===== config.mk =====
export PLATFORM = sky130hd
export DESIGN_NAME = rx_stale_timer
export DESIGN_NICKNAME = d
export VERILOG_FILES = /design/src/rtl/rx_stale_pkg.sv /design/src/rtl/rx_stale_ctl.sv /design/src/rtl/rx_stale_counter.sv /design/src/rtl/rx_stale_flag.sv /design/src/rtl/rx_stale_timer.sv
export SDC_FILE = /design/constraint.sdc
export NUM_CORES = 1
export LEC_CHECK = 0
export BUFFER_PORTS_ARGS = -buffer_cell sky130_fd_sc_hd__buf_2
export CAP_MARGIN = 5
export CORE_MARGIN = 2
export CORE_UTILIZATION = 56
export DETAILED_ROUTE_END_ITERATION = 10
export PLACE_DENSITY = 0.87
export SYNTH_ARGS = -nofsm -noshare
export SYNTH_HDL_FRONTEND = slang
export SYNTH_SLANG_ARGS = --single-unit
export TNS_END_PERCENT = 50

===== constraint.sdc =====
create_clock -name clk -period 5.6 [get_ports clk]
set_clock_uncertainty 0.1 [all_clocks]
set_input_delay 1.12 -clock clk [delete_from_list [all_inputs] [get_ports clk]]
set_output_delay 1.12 -clock clk [all_outputs]
set_load 0.02 [all_outputs]

===== src/rtl/rx_stale_pkg.sv =====
package rx_stale_pkg;
   typedef enum logic [1:0] {
      CNT_HOLD  = 2'd0,
      CNT_STEP  = 2'd1,
      CNT_CLEAR = 2'd2
   } cnt_act_e;
endpackage


===== src/rtl/rx_stale_ctl.sv =====
module rx_stale_ctl
   import rx_stale_pkg::*;
#(
   parameter int TMO_W = 8
) (
   input  logic             push,
   input  logic             pop,
   input  logic             empty,
   input  logic             tick,
   input  logic [TMO_W-1:0] tmo,
   output cnt_act_e         act,
   output logic             disarm
);
   logic restart;

   always_comb begin
      restart = push | pop;
      if (restart || empty)
         act = CNT_CLEAR;
      else if (tick)
         act = CNT_STEP;
      else
         act = CNT_HOLD;
      disarm = restart | empty | (tmo == '0);
   end
endmodule


===== src/rtl/rx_stale_counter.sv =====
module rx_stale_counter
   import rx_stale_pkg::*;
#(
   parameter int CNT_W = 9
) (
   input  logic             clk,
   input  logic             rst,
   input  cnt_act_e         act,
   output logic [CNT_W-1:0] cnt_d
);
   localparam logic [CNT_W-1:0] CNT_MAX = {CNT_W{1'b1}};

   logic [CNT_W-1:0] cnt_q;

   always_comb begin
      unique case (act)
         CNT_CLEAR: cnt_d = '0;
         CNT_STEP:  cnt_d = (cnt_q == CNT_MAX) ? cnt_q : cnt_q + 1'b1;
         default:   cnt_d = cnt_q;
      endcase
   end

   always_ff @(posedge clk) begin
      if (rst)
         cnt_q <= '0;
      else
         cnt_q <= cnt_d;
   end
endmodule


===== src/rtl/rx_stale_flag.sv =====
module rx_stale_flag #(
   parameter int TMO_W = 8,
   parameter int CNT_W = TMO_W + 1
) (
   input  logic             clk,
   input  logic             rst,
   input  logic             disarm,
   input  logic [CNT_W-1:0] cnt_d,
   input  logic [TMO_W-1:0] tmo,
   output logic             flag_q
);
   localparam int PAD_W = CNT_W - TMO_W;

   logic over;

   always_comb over = cnt_d > {{PAD_W{1'b0}}, tmo};

   always_ff @(posedge clk) begin
      if (rst)
         flag_q <= 1'b0;
      else if (disarm)
         flag_q <= 1'b0;
      else
         flag_q <= flag_q | over;
   end
endmodule


===== src/rtl/rx_stale_timer.sv =====
module rx_stale_timer
   import rx_stale_pkg::*;
#(
   parameter int TMO_W   = 8,
   parameter int IRQ_REG = 0
) (
   input  logic             clk,
   input  logic             rst,
   input  logic             fifo_push,
   input  logic             fifo_pop,
   input  logic             fifo_empty,
   input  logic [TMO_W-1:0] tmo_value,
   input  logic             char_tick,
   input  logic             irq_en,
   output logic             stale_flag,
   output logic             stale_irq
);
   localparam int CNT_W = TMO_W + 1;

   if (TMO_W < 1 || TMO_W > 16) begin : g_bad_width
      $error("rx_stale_timer: TMO_W must lie in 1..16");
   end
   if (IRQ_REG != 0 && IRQ_REG != 1) begin : g_bad_irq
      $error("rx_stale_timer: IRQ_REG must be 0 or 1");
   end

   cnt_act_e         act;
   logic             disarm;
   logic [CNT_W-1:0] cnt_d;

   rx_stale_ctl #(.TMO_W(TMO_W)) u_ctl (
      .push   (fifo_push),
      .pop    (fifo_pop),
      .empty  (fifo_empty),
      .tick   (char_tick),
      .tmo    (tmo_value),
      .act    (act),
      .disarm (disarm)
   );

   rx_stale_counter #(.CNT_W(CNT_W)) u_cnt (
      .clk   (clk),
      .rst   (rst),
      .act   (act),
      .cnt_d (cnt_d)
   );

   rx_stale_flag #(.TMO_W(TMO_W), .CNT_W(CNT_W)) u_flag (
      .clk    (clk),
      .rst    (rst),
      .disarm (disarm),
      .cnt_d  (cnt_d),
      .tmo    (tmo_value),
      .flag_q (stale_flag)
   );

   if (IRQ_REG == 1) begin : g_irq_reg
      logic irq_q;
      always_ff @(posedge clk) begin
         if (rst)
            irq_q <= 1'b0;
         else
            irq_q <= stale_flag & irq_en;
      end
      assign stale_irq = irq_q;
   end else begin : g_irq_comb
      assign stale_irq = stale_flag & irq_en;
   end
endmodule


# [After elaboration in Yosys (flattened, before gate mapping)]
# Cells that the tools add are included.
[word_totals] out_inout_bits=2 input_bits=15 register_bits=10 elab_cells=19
[op_classes] n_bitwise=5 n_lt_le_gt_ge=1 n_mux=4 n_eq_ne=3 n_reduce_logical=3 n_addsub=1
[ops] operator="9-bit case mux with 2 select lines" n=1
[ops] operator="9-bit by 1-bit adder with 9-bit output, second input constant" n=1
[ops] operator="9-bit equality test, second input constant" n=1
[ops] operator="9-bit by 8-bit greater-than comparator with 1-bit output" n=1
[ops] operator="9-bit two-way mux" n=1
[ops] operator="8-bit logical NOT" n=1
[ops] operator="1-bit bitwise OR" n=4
[ops] operator="2-bit by 1-bit equality test with 1-bit output, second input constant" n=1
[ops] operator="2-bit equality test, second input constant" n=1
[ops] operator="2-bit two-way mux" n=1
[ops] operator="2-bit OR reduction" n=1
[ops] operator="1-bit bitwise AND" n=1
[ops] operator="1-bit logical OR" n=1
[ops] operator="1-bit two-way mux" n=1

# [Longest topological paths before layout]
# Gate-level depths: netlist of run 1.
[logic_depth] depth_word=7 ltp_mapped=10 depth_no_buf=10

# [By module]
# Synthesis of run 1 repeated with hierarchy kept, for this count alone.
[hier_totals] hier_cells=117 area_unflattened_um2=945.9
[by_module_without_submodules] mod="rx_stale_counter" n_inst=1 cells_each=78 seq_area_each_um2=180.2 area_each_um2=659.4
[by_module_without_submodules] mod="rx_stale_flag" n_inst=1 cells_each=32 seq_area_each_um2=20.0 area_each_um2=245.2
[by_module_without_submodules] mod="rx_stale_ctl" n_inst=1 cells_each=6 seq_area_each_um2=0.0 area_each_um2=35.0
[by_module_without_submodules] mod="rx_stale_timer" n_inst=1 cells_each=1 seq_area_each_um2=0.0 area_each_um2=6.3

# [Worst setup path before layout of run 1]
# OpenSTA, ideal clock, no wires.
[synth_timing] kind="input to register" from="input port fifo_pop" to="register u_flag.flag_q" path_buffers=1 setup_slack_ns=2.322 t_arrival_ns=3.058 setup_ns=0.120 t_required_ns=5.380 path_stages=9 path_cell_list="or3_1 -> buf_6 -> or4_1 -> nand2_1 -> ha_1 -> and3_1 -> a211oi_1 -> a211oi_1 -> o31a_1"
[synth_between] elab_chain_cells=7 elab_cells_between_ends=11 cone_classes="1 x order compare; 2 x eq/ne; 2 x mux; 4 x bitwise; 2 x reduce/logical"
[synth_rtl] item="start: declaration" line_no="rx_stale_timer.sv:10" text="input logic fifo_pop,"
[synth_rtl] item="1-bit bitwise OR (*)" line_no="rx_stale_ctl.sv:17" text="restart = push | pop;"
[synth_rtl] item="1-bit logical OR (*)" line_no="rx_stale_ctl.sv:18" text="if (restart || empty)"
[synth_rtl] item="2-bit two-way mux (*)" line_no="rx_stale_ctl.sv:18"
[synth_rtl] item="2-bit by 1-bit equality test with 1-bit output or 2-bit equality test (tied branches)" line_no="rx_stale_counter.sv:16" text="unique case (act)"
[synth_rtl] item="9-bit case mux with 2 select lines (*)" line_no="rx_stale_counter.sv:16"
[synth_rtl] item="via cnt_d[7]" line_no="rx_stale_timer.sv:29" text="logic [CNT_W-1:0] cnt_d;"
[synth_rtl] item="9-bit by 8-bit greater-than comparator with 1-bit output (*)" line_no="rx_stale_flag.sv:16" text="always_comb over = cnt_d > {{PAD_W{1'b0}}, tmo};"
[synth_rtl] item="1-bit bitwise OR (*)" line_no="rx_stale_flag.sv:24" text="flag_q <= flag_q | over;"
[synth_rtl] item="end signal: assignment" line_no="rx_stale_flag.sv:24"
[synth_rtl] item="end: declaration" line_no="rx_stale_flag.sv:10" text="output logic flag_q"
# Mark *: on every way through the listed nets, which the timed path passes. The rest lies on a longest branch.
# A chain may end at the register's enable or synchronous reset.

# [Worst setup path in the final report of run 1]
[layout_timing] from="input port char_tick" to="register u_flag.flag_q"
[layout_between] elab_chain_cells=6 elab_cells_between_ends=7 cone_classes="1 x order compare; 2 x eq/ne; 3 x mux; 1 x bitwise"
[layout_rtl] item="start: declaration" line_no="rx_stale_timer.sv:13" text="input logic char_tick,"
[layout_rtl] item="1-bit two-way mux (*)" line_no="rx_stale_ctl.sv:20" text="else if (tick)"
[layout_rtl] item="2-bit two-way mux (*)" line_no="rx_stale_ctl.sv:18"
[layout_rtl] item="2-bit by 1-bit equality test with 1-bit output or 2-bit equality test (tied branches)" line_no="rx_stale_counter.sv:16"
[layout_rtl] item="9-bit case mux with 2 select lines (*)" line_no="rx_stale_counter.sv:16"
[layout_rtl] item="via cnt_d[6]" line_no="rx_stale_timer.sv:29"
[layout_rtl] item="9-bit by 8-bit greater-than comparator with 1-bit output (*)" line_no="rx_stale_flag.sv:16"
[layout_rtl] item="1-bit bitwise OR (*)" line_no="rx_stale_flag.sv:24"
# Marks and branches as above.

==> run_results.csv, run 1 <==
group,metric,value,unit
power_and_ir_drop,ir_worst_vdd,0.122,mV
cts,cts_buffer_depth,2,
worst_setup_path,cp-end-kind,"register",
detailed_routing,via_per_inst,6.05,
grt,grt-ovfl-total,0,
worst_setup_path,path_cells,"buf_2 > nor4_1 > a2111oi_1 > xnor2_1 > nor2_1 > ha_1 > a21o_1 > a211oi_1 > a211oi_1 > o31a_1",
worst_setup_path,endpoint,"u_flag.flag_q",
floorplan,die_y,41.6,um
worst_setup_path,r2r_slack,2730,ps
detailed_routing,drt_first_iter_violations,25,
cells_and_area,layout.nets,142,
cells_and_area,post-route-util,69.2,%
cells_and_area,diodes,0,
cells_and_area,final_cells,132,
cts,clk_pin_slew,60,ps
placement,dpl.cell_count,128,
synth,yosysSeqAreaShare,25.3,%
detailed_routing,firstDrtPassIters,5,
synth,synth_cells,99,
detailed_routing,dr_total_vias,798,
worst_setup_path,cp_num_cells,10,
cts,h-tree-depth,1,
grt,grt_pass1_vias,781,
detailed_routing,routed_wl,1.81,mm
placement,hpwlAfterDp,1.50,mm
detailed_routing,ant_nets,0,
detailed_routing,drc_errors,0,
grt,grt_pass1_wl,3.26,mm
grt,grt_use_total,24.2,%
power_and_ir_drop,finalPower,0.000152,W
cts,cts_made_buffers,3,
worst_setup_path,crit_buf_inv,1,
worst_setup_path,reg2reg_depth,10,
cells_and_area,syn2layout_area_growth,15.2,%
cts,cts_sinks,10,
synth,syn_area_per_cell,8.00,um2
worst_setup_path,crit_top_cell,"a211oi_1",
worst_setup_path,worst-path-max-fanout,4,
cts,cts_resized,0,
sta,min_period,3380,ps
sta,clock.fmax,296,MHz
floorplan,die_area,1730,um2
grt,antenna_found_initial,0,
placement,port_buffers,16,
synth,ys_types,34,
worst_setup_path,worstReg2RegEnd,"u_flag.flag_q",
power_and_ir_drop,p_per_area,167,nW/um2
floorplan,io_pins,17,
outcome,run_status,"finished clean",
cts,cts_tree,"built",
worst_setup_path,path_class,"in -> reg",
cts,holdBufCountCts,0,
synth,syn-num-nets,123,
flow_run,cap_violations,0,
floorplan,fp.coreArea,1320,um2
worst_setup_path,r2r_start,"u_cnt.cnt_q[0]",
synth,ys_warn_count,0,
cts,clock_latency,270,ps
sta,finalCritPeriodShare,60.3,%
floorplan,num_rows,13,
sta,fin_tns_setup,0,ps
placement,placed_area,876,um2
worst_setup_path,crit_required,5660,ps
grt,grt_max_degree,11,
sta,relSlewSlack,49.2,%
synth,synth.largest_area_cell,"dfxtp_1",
sta,hold_viol,0,
worst_setup_path,critPathMaxStageDelay,670,ps
detailed_routing,wl_per_cell,13.7,um
floorplan,initial_core_util,60.1,%
synth,ys_ff_latch,10,
cells_and_area,fin_area,912,um2
synth,synth_area_leaders,"dfxtp_1 25%, ha_1 14%, nor2_1 5.7%",
cells_and_area,layout-drive-gt1-share,19.7,%
sta,tightest_slew,755,ps
cts,cts_root_buf,"clkbuf_4",
sta,slew_violations,0,
worst_setup_path,startpoint,"char_tick",
placement,globalplace.congestion,0.874,
sta,rsz0062_at_grt,"false",
sta,finalSetupViolCount,0,
cts,post-cts-setup-buffers,0,
synth,synth.top_cell.area_share,25.3,%
worst_setup_path,cp_top_family,"compound AO/OA/AOI/OAI gates",
floorplan,die_x,41.6,um
worst_hold_path,min_path_type,"reg -> reg",
worst_setup_path,critPathSlowestCell,"nor4_1",
worst_setup_path,critPathLaunchType,"input port",
power_and_ir_drop,power_leakage,0.392,nW
worst_setup_path,cp.arrival,3440,ps
synth,netlist_area,792,um2
==> synth_stat cells <==
| library cell | instances |
|---|---|
| nor3_1 | 2 |
| or4_1 | 3 |
| a21oi_1 | 6 |
| o221a_2 | 1 |
| a21o_1 | 1 |
| inv_1 | 9 |
| nand3_1 | 2 |
| nor3b_1 | 1 |
| or3_1 | 2 |
| ha_1 | 9 |
| xnor2_1 | 3 |
| xor2_1 | 2 |
| clkbuf_1 | 1 |
| o31a_1 | 1 |
| a2111oi_1 | 1 |
| a31oi_1 | 2 |
| buf_6 | 1 |
| nor2_1 | 12 |
| o311ai_1 | 1 |
| o31ai_1 | 1 |
| and4_4 | 1 |
| nand2b_1 | 1 |
| a311oi_1 | 1 |
| o211ai_1 | 3 |
| mux2i_1 | 1 |
| nand4_1 | 3 |
| a2111oi_2 | 1 |
| nor4_1 | 3 |
| and2_1 | 2 |
| o21ai_0 | 1 |
| dfxtp_1 | 10 |
| nand2_1 | 7 |
| and3_1 | 2 |
| a211oi_1 | 2 |
==> area by class of cell <==
type                            count  area, um2
Multi-Input combinational cell     78        543
Inverter                            9       33.8
Tap cell                           15       18.8
Clock buffer                        4       36.3
Timing Repair Buffer               16       80.1
Sequential cell                    10        200
Fill cell                         100        405
==> state kept, by name, summed over array words and instances, names as in the netlist <==
signal and cells:
u_cnt.cnt_q 9, u_flag.flag_q 1
==> kinds of logic after synthesis <==
| kind of cell | synth area share [%] |
|---|---|
| flip-flops | 25.3 |
| XOR/XNOR | 5.53 |
| buffers and inverters | 6.16 |
| adder cells (fa/ha/maj) | 14.2 |
| AND/OR/NAND/NOR | 27.0 |
| AO/OA/AOI/OAI | 20.5 |
| multiplexers | 1.26 |
==> power breakdown <==
part           switching, W  internal, W  leakage (nW)
clock             0.0000242    0.0000395        0.0210
combinational    0.00000918   0.00000750         0.291
sequential      0.000000354    0.0000713        0.0806
==> cell usage in the layout (no fill, tap or decap), types with 2 or more instances in the layout <==
master,n
ha_1,9
nor3_1,2
and2_1,2
nor4_1,3
xnor2_1,3
a211oi_1,2
or3_1,2
a31oi_1,2
and3_1,2
buf_2,16
dfxtp_1,10
nand2_1,7
nand3_1,2
or4_1,3
clkbuf_4,3
nand4_1,3
o211ai_1,3
inv_1,9
a21oi_1,6
nor2_1,12
xor2_1,2
==> worst min path at each step <==
stage	from	endpoint	slack, ps	depth (start not counted)
detailed placement	u_flag.flag_q	u_flag.flag_q	400	1
global placement	u_flag.flag_q	u_flag.flag_q	380	1
CTS	u_flag.flag_q	u_flag.flag_q	410	1
finish	u_flag.flag_q	u_flag.flag_q	410	1
floorplan	u_cnt.cnt_q[7]	u_cnt.cnt_q[7]	390	2
global route	u_flag.flag_q	u_flag.flag_q	440	1
==> routing by layer <==
layer  global-route usage [%]  up-vias  share of wire, %
li1                         -      405                 -
met1                     29.7      364                44
met2                     39.4       24                49
met3                     8.26        5               5.5
met4                     7.74        0               1.3
met5                        0        -                 0
==> worst reg2reg max path, stage by stage (launching register included) <==
cell and delay [ps]:
dfxtp_1 370, ha_1 260, and4_4 180, a2111oi_1 530
xnor2_1 200, nor2_1 70, ha_1 300, a21o_1 200
a211oi_1 250, a211oi_1 80, o31a_1 240
==> per-stage QoR <==
step	hold slack (ps)	setup slack [ps]
final	408	2220
after global routing	437	2100
after CTS	415	2290
after detailed placement	398	2000
after global placement	380	2080
after floorplan	390	2320
Note: power is estimated with default switching activity, not from simulation.
==> run 2, diff against run 1 <==
CORE_ASPECT_RATIO = 1.1   (was unset)
CORE_UTILIZATION = 52   (was 56)
PLACE_DENSITY = 0.82   (was 0.87)
clock period = 3.4 ns   (was 5.6 ns; I/O delays follow)
==> run_results.csv, run 2 (same netlist as run 1, synthesis figures left out) <==
group,metric,value,unit
outcome,run_status,"finished clean",
cts,cts_sinks,10,
grt,grt-ovfl-total,0,
cells_and_area,final_common_cell,"buf_2",
worst_setup_path,critPathMaxStageDelay,480,ps
worst_setup_path,cp-end-kind,"register",
detailed_routing,firstDrtPassIters,4,
sta,slew_violations,0,
sta,fin_tns_setup,0,ps
worst_setup_path,worst-path-max-fanout,5,
cts,clk_pin_slew,70,ps
power_and_ir_drop,ir_worst_vdd,0.172,mV
sta,setup_ws,457,ps
cts,cts_made_buffers,3,
grt,grt_pass1_vias,762,
worst_setup_path,path_class,"reg -> reg",
cells_and_area,layout.nets,144,
grt,antenna_found_initial,0,
grt,grt_use_total,25.7,%
flow_run,cap_violations,0,
detailed_routing,dr_total_vias,852,
power_and_ir_drop,p_per_area,278,nW/um2
cells_and_area,layout-drive-gt1-share,21.0,%
cts,cts_tree,"built",
cts,cts_resized,0,
cts,clock_latency,270,ps
cells_and_area,reg_top3,"u_cnt.cnt_q: 9 flops, u_flag.flag_q: 1 flops",
floorplan,io_pins,17,
floorplan,die_y,44.9,um
detailed_routing,via_per_inst,6.31,
detailed_routing,wl_per_cell,14.5,um
detailed_routing,routed_wl,1.96,mm
grt,grt_pass1_wl,3.25,mm
cells_and_area,diodes,0,
cts,holdBufCountCts,0,
placement,port_buffers,16,
cells_and_area,regMostFlops,"u_cnt.cnt_q",
placement,hpwlAfterDp,1.54,mm
floorplan,die_x,41.2,um
cts,cts_root_buf,"clkbuf_4",
sta,finalCritPeriodShare,86.6,%
sta,tightest_slew,499,ps
worst_setup_path,crit_required,3510,ps
placement,dp_slack,358,ps
sta,relSlewSlack,66.2,%
cells_and_area,multi_input_area,543,um2
detailed_routing,drc_errors,0,
grt,grt_max_degree,10,
sta,rsz0062_at_grt,"false",
floorplan,die_area,1850,um2
worst_setup_path,cp.arrival,3060,ps
worst_setup_path,cp_top_family,"compound AO/OA/AOI/OAI gates",
worst_setup_path,critPathLaunchType,"register",
cts,cts_buffer_depth,2,
cells_and_area,largest_register_ffs,9,
cts,h-tree-depth,1,
detailed_routing,ant_nets,0,
detailed_routing,drt_first_iter_violations,41,
sta,finalSetupViolCount,0,
floorplan,fp.coreArea,1400,um2
sta,clock.fmax,340,MHz
cells_and_area,final_cell_mix,"16 x buf_2, 12 x nor2_1, 10 x dfxtp_1",
power_and_ir_drop,power_leakage,0.402,nW
cells_and_area,syn2layout_area_growth,17.2,%
floorplan,num_rows,14,
sta,hold_viol,0,
worst_setup_path,path_cells,"ha_1 > nand4_1 > o311ai_1 > xor2_1 > nor2_1 > ha_1 > nand4_1 > o221a_2 > a211oi_1 > o31a_1",
worst_setup_path,critPathSlowestCell,"o311ai_1",
placement,globalplace.congestion,0.786,
worst_setup_path,crit_buf_inv,0,
floorplan,initial_core_util,56.5,%
sta,min_period,2940,ps
cells_and_area,fill_cells,134,
cells_and_area,register_area,200,um2
worst_hold_path,min_path_type,"reg -> reg",
cts,post-cts-setup-buffers,0,
==> run 2: worst paths after layout <==
check	from	endpoint	slack (ps)	cells past startpoint
max	u_cnt.cnt_q[0]	u_flag.flag_q	460	10
min	u_cnt.cnt_q[7]	u_cnt.cnt_q[7]	440	2
max reg2reg	u_cnt.cnt_q[0]	u_flag.flag_q	460	10
min reg2reg	u_cnt.cnt_q[7]	u_cnt.cnt_q[7]	440	2
==> run 2: metal layers <==
layer / global-route usage [%] / routed length [um] / up-vias
met3: 5.42 / 120 / 9
met5: 0 / 0 / -
met1: 32.4 / 859 / 387
met4: 8.39 / 36 / 0
met2: 42.5 / 942 / 42
li1: - / - / 414
==> run 2: cell type report <==
cell class                      count  area share, %
Inverter                            9           3.64
Multi-Input combinational cell     78           58.5
Timing Repair Buffer               18           10.2
Clock buffer                        4           3.91
Tap cell                           16           2.16
Sequential cell                    10           21.6
==> run 2: stage by stage <==
| stage | std cells | hold WS [ps] | utilization, % | power [W] | area (um2) |
|---|---|---|---|---|---|
| floorplan | 99 | 390 | - | 0.000135 | 792 |
| global placement | 131 | 397 | 63.7 | 0.000149 | 892 |
| detailed placement | 131 | 437 | 63.7 | 0.000149 | 892 |
| CTS | 135 | 447 | 66.3 | 0.000257 | 928 |
| global route | 135 | 456 | 66.3 | 0.000264 | 928 |
| finish | 135 | 444 | 66.3 | 0.000258 | 928 |
==> run 2: tightest hold or removal path, cell delays in order (launching register included) <==
cell and delay (ps):
dfxtp_1 360, o211ai_1 100, nand2_1 50
==> run 2: power breakdown <==
part / switching (W) / internal [W] / total [W]
combinational: 0.0000158 / 0.0000132 / 0.0000290
sequential: 0.000000690 / 0.000117 / 0.000118
clock: 0.0000457 / 0.0000651 / 0.000111
==> run 3, diff against run 2 <==
ABC_AREA = 1   (was unset)
CORE_UTILIZATION = 53   (was 52)
REMOVE_ABC_BUFFERS = 1   (was unset)
==> run_results.csv, run 3 <==
group,metric,value,unit
worst_setup_path,critPathLaunchType,"register",
cells_and_area,regMostFlops,"u_cnt.cnt_q",
synth,syn_area_per_cell,6.26,um2
sta,slew_violations,0,
cts,cts_resized,0,
floorplan,num_rows,15,
sta,relSlewSlack,75.5,%
synth,yosysSeqAreaShare,22.7,%
cells_and_area,syn2layout_area_growth,15.2,%
cts,post-cts-setup-buffers,0,
detailed_routing,firstDrtPassIters,6,
worst_setup_path,cp.arrival,2610,ps
sta,tightest_slew,367,ps
grt,grt_pass1_vias,810,
worst_setup_path,cp_top_family,"simple AND/OR/NAND/NOR gates",
sta,clock.fmax,399,MHz
detailed_routing,drc_errors,0,
cts,cts_root_buf,"clkbuf_4",
cts,cts_tree,"built",
worst_setup_path,crit_buf_inv,2,
placement,hpwlAfterDp,1.61,mm
worst_setup_path,worstReg2RegEnd,"u_flag.flag_q",
cts,clk_pin_slew,70,ps
worst_hold_path,hold_path_depth,2,
cells_and_area,largest_register_ffs,9,
worst_hold_path,min_path_type,"reg -> reg",
detailed_routing,dr_total_vias,916,
floorplan,fp.coreArea,1560,um2
worst_setup_path,r2r_slack,890,ps
worst_setup_path,critPathMaxStageDelay,370,ps
cells_and_area,final_cell_mix,"35 x nand2_1, 29 x inv_1, 21 x nor2_1",
worst_setup_path,crit_required,3510,ps
cts,h-tree-depth,1,
flow_run,cap_violations,0,
worst_setup_path,cp-end-kind,"register",
worst_setup_path,reg2reg_depth,17,
worst_hold_path,min_from,"u_flag.flag_q",
grt,antenna_found_initial,0,
floorplan,die_x,42.9,um
cts,cts_sinks,10,
floorplan,initial_core_util,56.6,%
synth,synth_area_leaders,"dfxtp_1 23%, nand2_1 15%, ha_1 13%",
worst_setup_path,worst-path-max-fanout,6,
synth,ys.flop_type,"dfxtp_1",
sta,fin_tns_setup,0,ps
sta,hold_viol,0,
cts,cts_made_buffers,3,
placement,globalplace.congestion,0.836,
detailed_routing,routed_wl,1.94,mm
synth,synth_cells,141,
cells_and_area,fill_cells,140,
worst_setup_path,cp_num_cells,17,
power_and_ir_drop,ir_worst_vdd,0.173,mV
outcome,run_status,"finished clean",
sta,rsz0062_at_grt,"false",
detailed_routing,ant_nets,0,
sta,min_period,2510,ps
placement,port_buffers,16,
synth,ys_ff_latch,10,
cells_and_area,layout.nets,185,
cells_and_area,final_common_cell,"nand2_1",
grt,grt_pass1_wl,3.13,mm
detailed_routing,wl_per_cell,10.9,um
worst_setup_path,path_cells,"ha_1 > inv_1 > nor2_2 > nand3_4 > nand2_4 > o21bai_1 > nand3_1 > inv_1 > ha_1 > nand2_1 > nor2_1 > nand2_1 > nand3_1 > nand2_1 > nand2_1 > nand2_1 > a21oi_1",
cells_and_area,diodes,0,
synth,synth.top_cell.area_share,22.7,%
cells_and_area,layout-drive-gt1-share,18.8,%
worst_setup_path,path_class,"reg -> reg",
detailed_routing,drt_first_iter_violations,19,
worst_setup_path,critPathSlowestCell,"dfxtp_1",
grt,grt-ovfl-total,0,
synth,synth.largest_area_cell,"dfxtp_1",
synth,ys_warn_count,0,
worst_setup_path,crit_top_cell,"nand2_1",
grt,grt_use_total,21.1,%
synth,netlist_area,882,um2
floorplan,die_y,46.8,um
synth,ys_types,21,
floorplan,die_area,2010,um2
cells_and_area,fin_area,1020,um2
cts,cts_buffer_depth,2,
grt,grt_max_degree,11,
power_and_ir_drop,p_per_area,256,nW/um2
worst_hold_path,hold_end,"u_flag.flag_q",
floorplan,io_pins,17,
detailed_routing,via_per_inst,5.18,
power_and_ir_drop,power_leakage,0.574,nW
synth,post-synth-top-count-cell,"nand2_1",
placement,placed_area,980,um2
worst_setup_path,r2r_start,"u_cnt.cnt_q[1]",
sta,finalSetupViolCount,0,
cells_and_area,reg_top3,"u_cnt.cnt_q: 9 flops, u_flag.flag_q: 1 flops",
synth,async_flop_share,0,%
synth,synth_edf_count,0,
sta,finalCritPeriodShare,73.7,%
synth,yosys-top-cells-count,"35 x nand2_1, 29 x inv_1, 21 x nor2_1",
cts,clock_latency,270,ps
cts,holdBufCountCts,0,
[run 3: metrics by stage]
step	cells	total power [W]	worst slack [ps]	hold slack [ps]	utilization [%]
6_report	177	0.000261	893	470	65.2
2_1_floorplan	140	0.000140	1010	424	-
4_1_cts	177	0.000261	898	465	65.2
5_1_grt	177	0.000270	643	498	65.2
3_3_place_gp	173	0.000154	733	441	62.9
3_5_place_dp	173	0.000156	666	446	62.9
[run 3: worst max-delay path by stage]
stage,startpoint,end,slack (ps)
floorplan,fifo_pop,u_flag.flag_q,1010
global placement,fifo_pop,u_flag.flag_q,730
detailed placement,fifo_pop,u_flag.flag_q,670
CTS,u_cnt.cnt_q[1],u_flag.flag_q,900
global route,u_cnt.cnt_q[1],u_flag.flag_q,640
finish,u_cnt.cnt_q[1],u_flag.flag_q,890
[run 3: area by class of cell]
type | count | area, um2 | area share, %
Multi-Input combinational cell | 100 | 563 | 55.4
Tap cell | 17 | 21.3 | 2.09
Inverter | 30 | 115 | 11.3
Clock buffer | 4 | 36.3 | 3.57
Sequential cell | 10 | 200 | 19.7
Timing Repair Buffer | 16 | 80.1 | 7.88
[run 3: worst min-delay path, stage by stage (launching register included)]
cell,delay [ps]
dfxtp_1,360
a21oi_1,60
a21oi_1,120
[run 3: routing by layer]
metal	vias up	track usage [%]	share of wire [%]
met4	0	13.8	1.6
met2	24	41.5	54
met3	4	1.54	2.4
met1	413	21.9	42
li1	475	-	-
met5	-	0	0
[run 3: cell families after synthesis]
logic type               Yosys count  synth area share (%)
buffers and inverters             31                  13.5
flip-flops                        10                  22.7
AO/OA/AOI/OAI                     11                  7.38
AND/OR/NAND/NOR                   80                  43.7
adder cells (fa/ha/maj)            9                  12.8
[run 3: report_power, final]
group	switching, W	internal, W
clock	0.0000423	0.0000651
sequential	0.000000899	0.000118
combinational	0.0000203	0.0000139
total	0.0000635	0.000197
